--- src/rtl/sysclk_ratio_pkg.sv ---
package sysclk_ratio_pkg;

    // Detected ratio encoding
    typedef enum logic [1:0] {
        RATIO_256 = 2'b00,
        RATIO_384 = 2'b01,
        RATIO_512 = 2'b10,
        RATIO_768 = 2'b11
    } ratio_e;

    localparam int unsigned NUM_RATIOS = 4;

    // Result of classifying one measured period
    typedef struct packed {
        logic   hit;
        ratio_e ratio;
    } class_t;

    // Lock tracker state
    typedef struct packed {
        ratio_e code;
        ratio_e cand;
        logic   cand_ok;
        logic   locked;
        logic   err;
    } lock_st_t;

    // Nominal clocks per period for ratio index idx, as multiples of base
    function automatic int unsigned ratio_nominal(int unsigned base, int unsigned idx);
        case (idx)
            0:       return base * 2;
            1:       return base * 3;
            2:       return base * 4;
            default: return base * 6;
        endcase
    endfunction

    // Counter width large enough for the biggest nominal plus window
    function automatic int unsigned period_width(int unsigned base, int unsigned tol);
        return $clog2(ratio_nominal(base, NUM_RATIOS - 1) + tol + 2);
    endfunction

endpackage

--- src/rtl/sr_ws_sync.sv ---
module sr_ws_sync (
    input  logic clk,
    input  logic rst,
    input  logic ws_i,
    output logic rise_o
);
    logic [2:0] sh_q;

    always_ff @(posedge clk) begin
        if (rst) begin
            sh_q <= 3'b000;
        end else begin
            sh_q <= {sh_q[1:0], ws_i};
        end
    end

    // Rising edge seen after two synchroniser stages
    assign rise_o = sh_q[1] & ~sh_q[2];
endmodule

--- src/rtl/sr_period_cnt.sv ---
module sr_period_cnt #(
    parameter int unsigned CNT_W = 10
) (
    input  logic             clk,
    input  logic             rst,
    input  logic             clr,
    input  logic             rise_i,
    output logic [CNT_W-1:0] period_o,
    output logic             event_o
);
    localparam logic [CNT_W-1:0] CNT_MAX = '1;

    logic [CNT_W-1:0] cnt_q;
    logic             have_ref_q;

    always_ff @(posedge clk) begin
        if (rst || clr) begin
            cnt_q      <= '0;
            have_ref_q <= 1'b0;
        end else if (rise_i) begin
            cnt_q      <= CNT_W'(1);
            have_ref_q <= 1'b1;
        end else if (cnt_q != CNT_MAX) begin
            cnt_q <= cnt_q + CNT_W'(1);
        end
    end

    assign period_o = cnt_q;
    assign event_o  = rise_i & have_ref_q & ~clr;
endmodule

--- src/rtl/sr_classify.sv ---
module sr_classify
    import sysclk_ratio_pkg::*;
#(
    parameter int unsigned BASE  = 128,
    parameter int unsigned TOL   = 2,
    parameter int unsigned CNT_W = 10
) (
    input  logic [CNT_W-1:0] period_i,
    output class_t           result_o
);
    logic [NUM_RATIOS-1:0] hit;

    for (genvar g = 0; g < NUM_RATIOS; g++) begin : g_win
        localparam int unsigned       NOM = ratio_nominal(BASE, g);
        localparam logic [CNT_W-1:0] LO  = CNT_W'(NOM - TOL);
        localparam logic [CNT_W-1:0] HI  = CNT_W'(NOM + TOL);
        assign hit[g] = (period_i >= LO) && (period_i <= HI);
    end

    always_comb begin
        result_o.hit   = |hit;
        result_o.ratio = RATIO_256;
        for (int i = 0; i < NUM_RATIOS; i++) begin
            if (hit[i]) result_o.ratio = ratio_e'(2'(i));
        end
    end
endmodule

--- src/rtl/sr_lock_ctrl.sv ---
module sr_lock_ctrl
    import sysclk_ratio_pkg::*;
(
    input  logic     clk,
    input  logic     rst,
    input  logic     clr,
    input  logic     event_i,
    input  class_t   cls_i,
    output lock_st_t st_o
);
    localparam lock_st_t ST_IDLE = '{code: RATIO_256, cand: RATIO_256,
                                     cand_ok: 1'b0, locked: 1'b0, err: 1'b0};

    lock_st_t st_q, st_d;

    always_comb begin
        st_d = st_q;
        if (event_i) begin
            if (!cls_i.hit) begin
                st_d.locked  = 1'b0;
                st_d.err     = 1'b1;
                st_d.cand_ok = 1'b0;
            end else if (st_q.cand_ok && (st_q.cand == cls_i.ratio)) begin
                st_d.locked = 1'b1;
                st_d.code   = cls_i.ratio;
                st_d.err    = 1'b0;
            end else begin
                st_d.cand    = cls_i.ratio;
                st_d.cand_ok = 1'b1;
                st_d.locked  = 1'b0;
            end
        end
    end

    always_ff @(posedge clk) begin
        if (rst || clr) st_q <= ST_IDLE;
        else            st_q <= st_d;
    end

    assign st_o = st_q;
endmodule

--- src/rtl/sysclk_ratio_det.sv ---
module sysclk_ratio_det
    import sysclk_ratio_pkg::*;
#(
    parameter int unsigned BASE = 128,
    parameter int unsigned TOL  = 2
) (
    input  logic       clk,
    input  logic       rst,
    input  logic       ws_in,
    input  logic       master_mode,
    output logic [1:0] ratio_code,
    output logic       locked,
    output logic       ratio_err
);
    localparam int unsigned CNT_W = period_width(BASE, TOL);

    logic             ws_rise;
    logic             period_evt;
    logic [CNT_W-1:0] period;
    class_t           cls;
    lock_st_t         st;

    sr_ws_sync u_sync (
        .clk    (clk),
        .rst    (rst),
        .ws_i   (ws_in),
        .rise_o (ws_rise)
    );

    sr_period_cnt #(.CNT_W(CNT_W)) u_cnt (
        .clk      (clk),
        .rst      (rst),
        .clr      (master_mode),
        .rise_i   (ws_rise),
        .period_o (period),
        .event_o  (period_evt)
    );

    sr_classify #(.BASE(BASE), .TOL(TOL), .CNT_W(CNT_W)) u_cls (
        .period_i (period),
        .result_o (cls)
    );

    sr_lock_ctrl u_lock (
        .clk     (clk),
        .rst     (rst),
        .clr     (master_mode),
        .event_i (period_evt),
        .cls_i   (cls),
        .st_o    (st)
    );

    // Master mode forces the 256 ratio as locked
    assign ratio_code = master_mode ? 2'b00 : st.code;
    assign locked     = master_mode ? 1'b1  : st.locked;
    assign ratio_err  = master_mode ? 1'b0  : st.err;
endmodule

--- config.mk ---
export PLATFORM = sky130hd
export DESIGN_NAME = sysclk_ratio_det
export DESIGN_NICKNAME = d
export VERILOG_FILES = /design/src/rtl/sysclk_ratio_pkg.sv /design/src/rtl/sr_ws_sync.sv /design/src/rtl/sr_period_cnt.sv /design/src/rtl/sr_classify.sv /design/src/rtl/sr_lock_ctrl.sv /design/src/rtl/sysclk_ratio_det.sv
export SDC_FILE = /design/constraint.sdc
export NUM_CORES = 1
export LEC_CHECK = 0
export BUFFER_PORTS_ARGS = -buffer_cell sky130_fd_sc_hd__buf_2
export CAP_MARGIN = 20
export CORE_MARGIN = 3
export CORE_UTILIZATION = 58
export DETAILED_ROUTE_END_ITERATION = 7
export GPL_ROUTABILITY_DRIVEN = 0
export PLACE_DENSITY_LB_ADDON = 0.2
export SYNTH_ARGS = -nofsm -noshare
export SYNTH_HDL_FRONTEND = slang
export SYNTH_SLANG_ARGS = --single-unit
--- constraint.sdc ---
create_clock -name clk -period 2.71 [get_ports clk]
set_clock_uncertainty 0.2 [all_clocks]
set_input_delay 0.271 -clock clk [delete_from_list [all_inputs] [get_ports clk]]
set_output_delay 0.271 -clock clk [all_outputs]
set_load 0.05 [all_outputs]
==> flow_summary.html <==
<table>
<tr><th>Metric</th><th>Value</th></tr>
<tr><th colspan="2">Run status</th></tr>
<tr><td>Outcome</td><td>finished clean</td></tr>
<tr><th colspan="2">Flow run</th></tr>
<tr><td>Max-cap viol count</td><td>0</td></tr>
<tr><th colspan="2">Timing</th></tr>
<tr><td>Number of failing setup endpoints in the final timing report</td><td>0</td></tr>
<tr><td>Slew at the pin closest to its max-slew limit</td><td>465 ps</td></tr>
<tr><td>RSZ-0062 raised after global routing</td><td>no</td></tr>
<tr><td>Setup total negative slack</td><td>0 ps</td></tr>
<tr><td>Achievable Freq</td><td>430 MHz</td></tr>
<tr><td>Final critical-path required period</td><td>2330 ps</td></tr>
<tr><td>Final setup slack of the worst path</td><td>roughly 380 ps</td></tr>
<tr><td>Final number of max-transition violations</td><td>0</td></tr>
<tr><td>Max-slew headroom</td><td>between 60% and 70%</td></tr>
<tr><td>Final count of hold timing violations</td><td>0</td></tr>
<tr><td>Fin crit share</td><td>85.8%</td></tr>
<tr><th colspan="2">Clocking</th></tr>
<tr><td>Number of buffers created by CTS</td><td>3</td></tr>
<tr><td>Sinks on the clock net</td><td>21</td></tr>
<tr><td>CTS clk-pin slew, worst paths</td><td>130 ps</td></tr>
<tr><td>Post-CTS Setup Inserts</td><td>0</td></tr>
<tr><td>Clk Latency, worst-skew pair</td><td>310 ps</td></tr>
<tr><td>CTS Buffer Depth</td><td>2</td></tr>
<tr><td>Root Driver</td><td>sky130_fd_sc_hd__clkbuf_4</td></tr>
<tr><td>H-tree lvl count</td><td>1</td></tr>
<tr><td>TritonCTS clock tree</td><td>yes</td></tr>
<tr><th colspan="2">Power and ir drop</th></tr>
<tr><td>Power dissipated by switching net loads</td><td>0.124 mW</td></tr>
<tr><td>Standby leakage power</td><td>0.406 nW</td></tr>
<tr><td>Switch share</td><td>24.7%</td></tr>
<tr><td>Portion of total power attributed to the clock network</td><td>32.0%</td></tr>
<tr><td>Total power density per cell area</td><td>399 nW/um2</td></tr>
<tr><td>Cell internal power dissipation</td><td>0.378 mW</td></tr>
<tr><td>Relative contribution of combinational cells to total power</td><td>4.9%</td></tr>
<tr><td>Part of the power in registers</td><td>63.1%</td></tr>
<tr><td>Worst supply voltage drop on vdd</td><td>408 uV</td></tr>
<tr><th colspan="2">Detailed routing</th></tr>
<tr><td>Vias after detailed routing</td><td>around 930</td></tr>
<tr><td>Number of remaining DRC errors</td><td>0</td></tr>
<tr><td>Routed Wire Length</td><td>2150 um</td></tr>
<tr><td>Number of nets still failing antenna checks after routing</td><td>0</td></tr>
<tr><td>DR iter-0 viols</td><td>23</td></tr>
<tr><td>First-pass DRT Iterations</td><td>4</td></tr>
<tr><td>Avg Vias per Cell</td><td>5.55</td></tr>
<tr><td>Average wire per standard cell</td><td>12.8 um</td></tr>
<tr><th colspan="2">Worst setup path</th></tr>
<tr><td>Logic depth of the worst path, buffers included</td><td>7</td></tr>
<tr><td>Critical path's top delay family</td><td>simple AND/OR/NAND/NOR gates</td></tr>
<tr><td>Crit path buf inv count</td><td>1</td></tr>
<tr><td>Worst Path Required</td><td>2720 ps</td></tr>
<tr><td>Setup crit start kind</td><td>register</td></tr>
<tr><td>Sequence of cells on the critical path</td><td>ha_1 &gt; inv_1 &gt; or4_4 &gt; and3_4 &gt; and4_2 &gt; xnor2_1 &gt; nor2_1</td></tr>
<tr><td>Worst EP arrival</td><td>between 2000 and 2500 ps</td></tr>
<tr><td>R2R cell count</td><td>7</td></tr>
<tr><td>Slowest-stage cell, CP</td><td>sky130_fd_sc_hd__or4_4</td></tr>
<tr><td>Largest stage delay, worst path</td><td>~570 ps</td></tr>
<tr><td>CP Max Fanout</td><td>10</td></tr>
<tr><td>Category of the critical setup timing path</td><td>register to register</td></tr>
<tr><td>Critical path endpoint category</td><td>register</td></tr>
<tr><th colspan="2">Placed design</th></tr>
<tr><td>Number of I/O port buffers</td><td>7</td></tr>
<tr><td>HPWL reported at the end of detailed placement</td><td>1560 um</td></tr>
<tr><td>Setup WS pre-CTS</td><td>405 ps</td></tr>
<tr><td>Dpl cells</td><td>~160</td></tr>
<tr><th colspan="2">Cells and area</th></tr>
<tr><td>Proportion of layout cells with a drive suffix above 1</td><td>18.9%</td></tr>
<tr><td>Net total in the final layout</td><td>150</td></tr>
<tr><td>Number of antenna repair diodes</td><td>0</td></tr>
<tr><td>Post-layout instance count excluding filler cells</td><td>168</td></tr>
<tr><td>Final cell utilization of the core</td><td>a little under 70%</td></tr>
<tr><td>Layout Area Growth over Synthesis</td><td>6.80%</td></tr>
<tr><th colspan="2">Floorplanning</th></tr>
<tr><td>CORE AREA</td><td>1820 um2</td></tr>
<tr><td>Number of rows in the core area</td><td>15</td></tr>
<tr><td>Height of the chip</td><td>51.1 um</td></tr>
<tr><td>Die width</td><td>51.1 um</td></tr>
<tr><td>Initial core utilization</td><td>64.7%</td></tr>
<tr><td>Area of the die</td><td>between 2000 and 3000 um2</td></tr>
<tr><td>Total I/O pin count</td><td>8</td></tr>
<tr><th colspan="2">Hold path</th></tr>
<tr><td>Depth of the worst hold-timing path</td><td>3</td></tr>
<tr><td>Type of the most critical hold path</td><td>input pin to register</td></tr>
<tr><th colspan="2">Yosys</th></tr>
<tr><td>Yosys top cell by area</td><td>sky130_fd_sc_hd__dfxtp_1</td></tr>
<tr><td>Most used flip-flop cell after synthesis</td><td>sky130_fd_sc_hd__dfxtp_1</td></tr>
<tr><td>Mapped Nets</td><td>142</td></tr>
<tr><td>Seq cells post-synth</td><td>21</td></tr>
<tr><td>Netlist cell types</td><td>43</td></tr>
<tr><td>Synthesized instance count</td><td>136</td></tr>
<tr><td>Main area contributors after synthesis</td><td>sky130_fd_sc_hd__dfxtp_1 (36%), sky130_fd_sc_hd__nor2_1 (5.4%), sky130_fd_sc_hd__nor2b_1 (4.8%)</td></tr>
<tr><td>Top-area cell type share of the netlist area</td><td>35.7%</td></tr>
<tr><td>Fraction of registers with async set/reset</td><td>0%</td></tr>
<tr><td>Post-Synthesis Mean Instance Area</td><td>8.66 um2</td></tr>
<tr><td>Synthesized cell area</td><td>between 1000 and 1500 um2</td></tr>
<tr><td>Synth Warn #</td><td>0</td></tr>
<tr><td>Sequential element share of the synthesized area</td><td>a little over a third</td></tr>
<tr><td>EDFF count, synth</td><td>0</td></tr>
<tr><th colspan="2">Global routing</th></tr>
<tr><td>Initial antenna violation count</td><td>0</td></tr>
<tr><td>GRT Overall Usage</td><td>19.0%</td></tr>
<tr><td>Pin count of the biggest net entering global routing</td><td>13</td></tr>
<tr><td>Wire length of the first global-routing pass</td><td>3840 um</td></tr>
<tr><td>Global route total overflow</td><td>0</td></tr>
<tr><td>Number of global-route vias before repair</td><td>900</td></tr>
</table>
==> worst paths after layout <==
check	to	start	slack (ps)
min reg2reg	u_sync.sh_q[1]	u_sync.sh_q[0]	260
min	u_lock.st_o[6]	master_mode	220
max reg2reg	u_cnt.period_o[5]	u_cnt.period_o[1]	380
max	u_cnt.period_o[5]	u_cnt.period_o[1]	380
==> final cells by class <==
type / instances / area [um2]
clock inverters: 1 / 5.00
clock buffers: 3 / 22.5
flip-flops and latches: 21 / 420
multi-input cells: 106 / 712
inverters: 3 / 11.3
well taps: 25 / 31.3
repair buffers: 9 / 55.1
fillers: 158 / 563
==> placed cells by master (no fill, tap or decap), types with 2 or more instances in the layout <==
master,count
sky130_fd_sc_hd__clkbuf_4,3
sky130_fd_sc_hd__or2_2,2
sky130_fd_sc_hd__mux2i_1,2
sky130_fd_sc_hd__a21oi_1,6
sky130_fd_sc_hd__nor2b_1,9
sky130_fd_sc_hd__nand3_4,2
sky130_fd_sc_hd__nand3b_1,2
sky130_fd_sc_hd__xnor2_1,5
sky130_fd_sc_hd__o21ai_0,2
sky130_fd_sc_hd__nand3_1,4
sky130_fd_sc_hd__or4_4,2
sky130_fd_sc_hd__nand4_1,2
sky130_fd_sc_hd__ha_1,2
sky130_fd_sc_hd__inv_1,3
sky130_fd_sc_hd__a211oi_1,4
sky130_fd_sc_hd__xor2_1,4
sky130_fd_sc_hd__nor4_1,2
sky130_fd_sc_hd__nand2_1,11
sky130_fd_sc_hd__dfxtp_1,21
sky130_fd_sc_hd__dlygate4sd3_1,2
sky130_fd_sc_hd__buf_2,7
sky130_fd_sc_hd__nor2_1,17
sky130_fd_sc_hd__nor3_1,4
sky130_fd_sc_hd__a31oi_1,2
sky130_fd_sc_hd__nand2b_1,4
sky130_fd_sc_hd__a21oi_2,2
==> cell families after synthesis <==
family,share of synthesized area [%]
AND/OR/NAND/NOR,35.8
AO/OA/AOI/OAI,14.1
flip-flops,35.7
XOR/XNOR,6.69
buffers and inverters,3.83
multiplexers,1.70
adder cells (fa/ha/maj),2.13
==> stage by stage <==
stage               area (um2)  hold slack, ps  power (mW)
floorplan                 1180             143       0.339
CTS                       1260             228       0.501
detailed placement        1210             235       0.345
finish                    1260             225       0.502
global placement          1210             225       0.345
global route              1260             257       0.518
==> state kept, by name (all words and copies together), names as in the netlist <==
name              flops
u_cnt.period_o       10
u_lock.st_o           7
u_sync.sh_q           3
u_cnt.have_ref_q      1
==> synthesized netlist by cell type (2+ instances only) <==
cell	instances
sky130_fd_sc_hd__dfxtp_1	21
sky130_fd_sc_hd__nor2_1	17
sky130_fd_sc_hd__nand2_1	11
sky130_fd_sc_hd__nor2b_1	9
sky130_fd_sc_hd__a21oi_1	6
sky130_fd_sc_hd__xnor2_1	5
sky130_fd_sc_hd__a211oi_1	4
sky130_fd_sc_hd__nand2b_1	4
sky130_fd_sc_hd__nand3_1	4
sky130_fd_sc_hd__nor3_1	4
sky130_fd_sc_hd__xor2_1	4
sky130_fd_sc_hd__inv_1	3
sky130_fd_sc_hd__a21oi_2	2
sky130_fd_sc_hd__a31oi_1	2
sky130_fd_sc_hd__buf_2	2
sky130_fd_sc_hd__clkbuf_1	2
sky130_fd_sc_hd__ha_1	2
sky130_fd_sc_hd__mux2i_1	2
sky130_fd_sc_hd__nand3_4	2
sky130_fd_sc_hd__nand3b_1	2
sky130_fd_sc_hd__nand4_1	2
sky130_fd_sc_hd__nor4_1	2
sky130_fd_sc_hd__o21ai_0	2
sky130_fd_sc_hd__or2_2	2
sky130_fd_sc_hd__or4_4	2
==> repair_timing <==
item,in CTS,in global routing
hold endpoints to repair,3,0
hold buffers,2,0
gates resized for setup,0,0
==> tightest hold or removal path, delay by kind of cell <==
family / cells / cell delay [ps]
AOI/OAI and AO/OA: 1 / 40
buffers and inverters: 1 / 140
and+or+nand+nor: 1 / 250
==> power by group through the flow <==
stage | registers [mW] | logic, mW | clock network (mW)
after floorplan | 0.322 | 0.0172 | 0
after CTS | 0.316 | 0.0245 | 0.161
after global routing | 0.317 | 0.0275 | 0.173
final | 0.316 | 0.0246 | 0.161
after detailed placement | 0.323 | 0.0222 | 0
after global placement | 0.323 | 0.0218 | 0
==> per-layer routing <==
metal / GRT usage (%) / share of wire, % / vias up
met5: 0 / 0 / -
met4: 4.04 / 0.65 / 0
met3: 3.50 / 2.7 / 2
met2: 32.0 / 45 / 12
met1: 25.1 / 52 / 432
li1: - / - / 486
(Power assumes the default switching activity.)
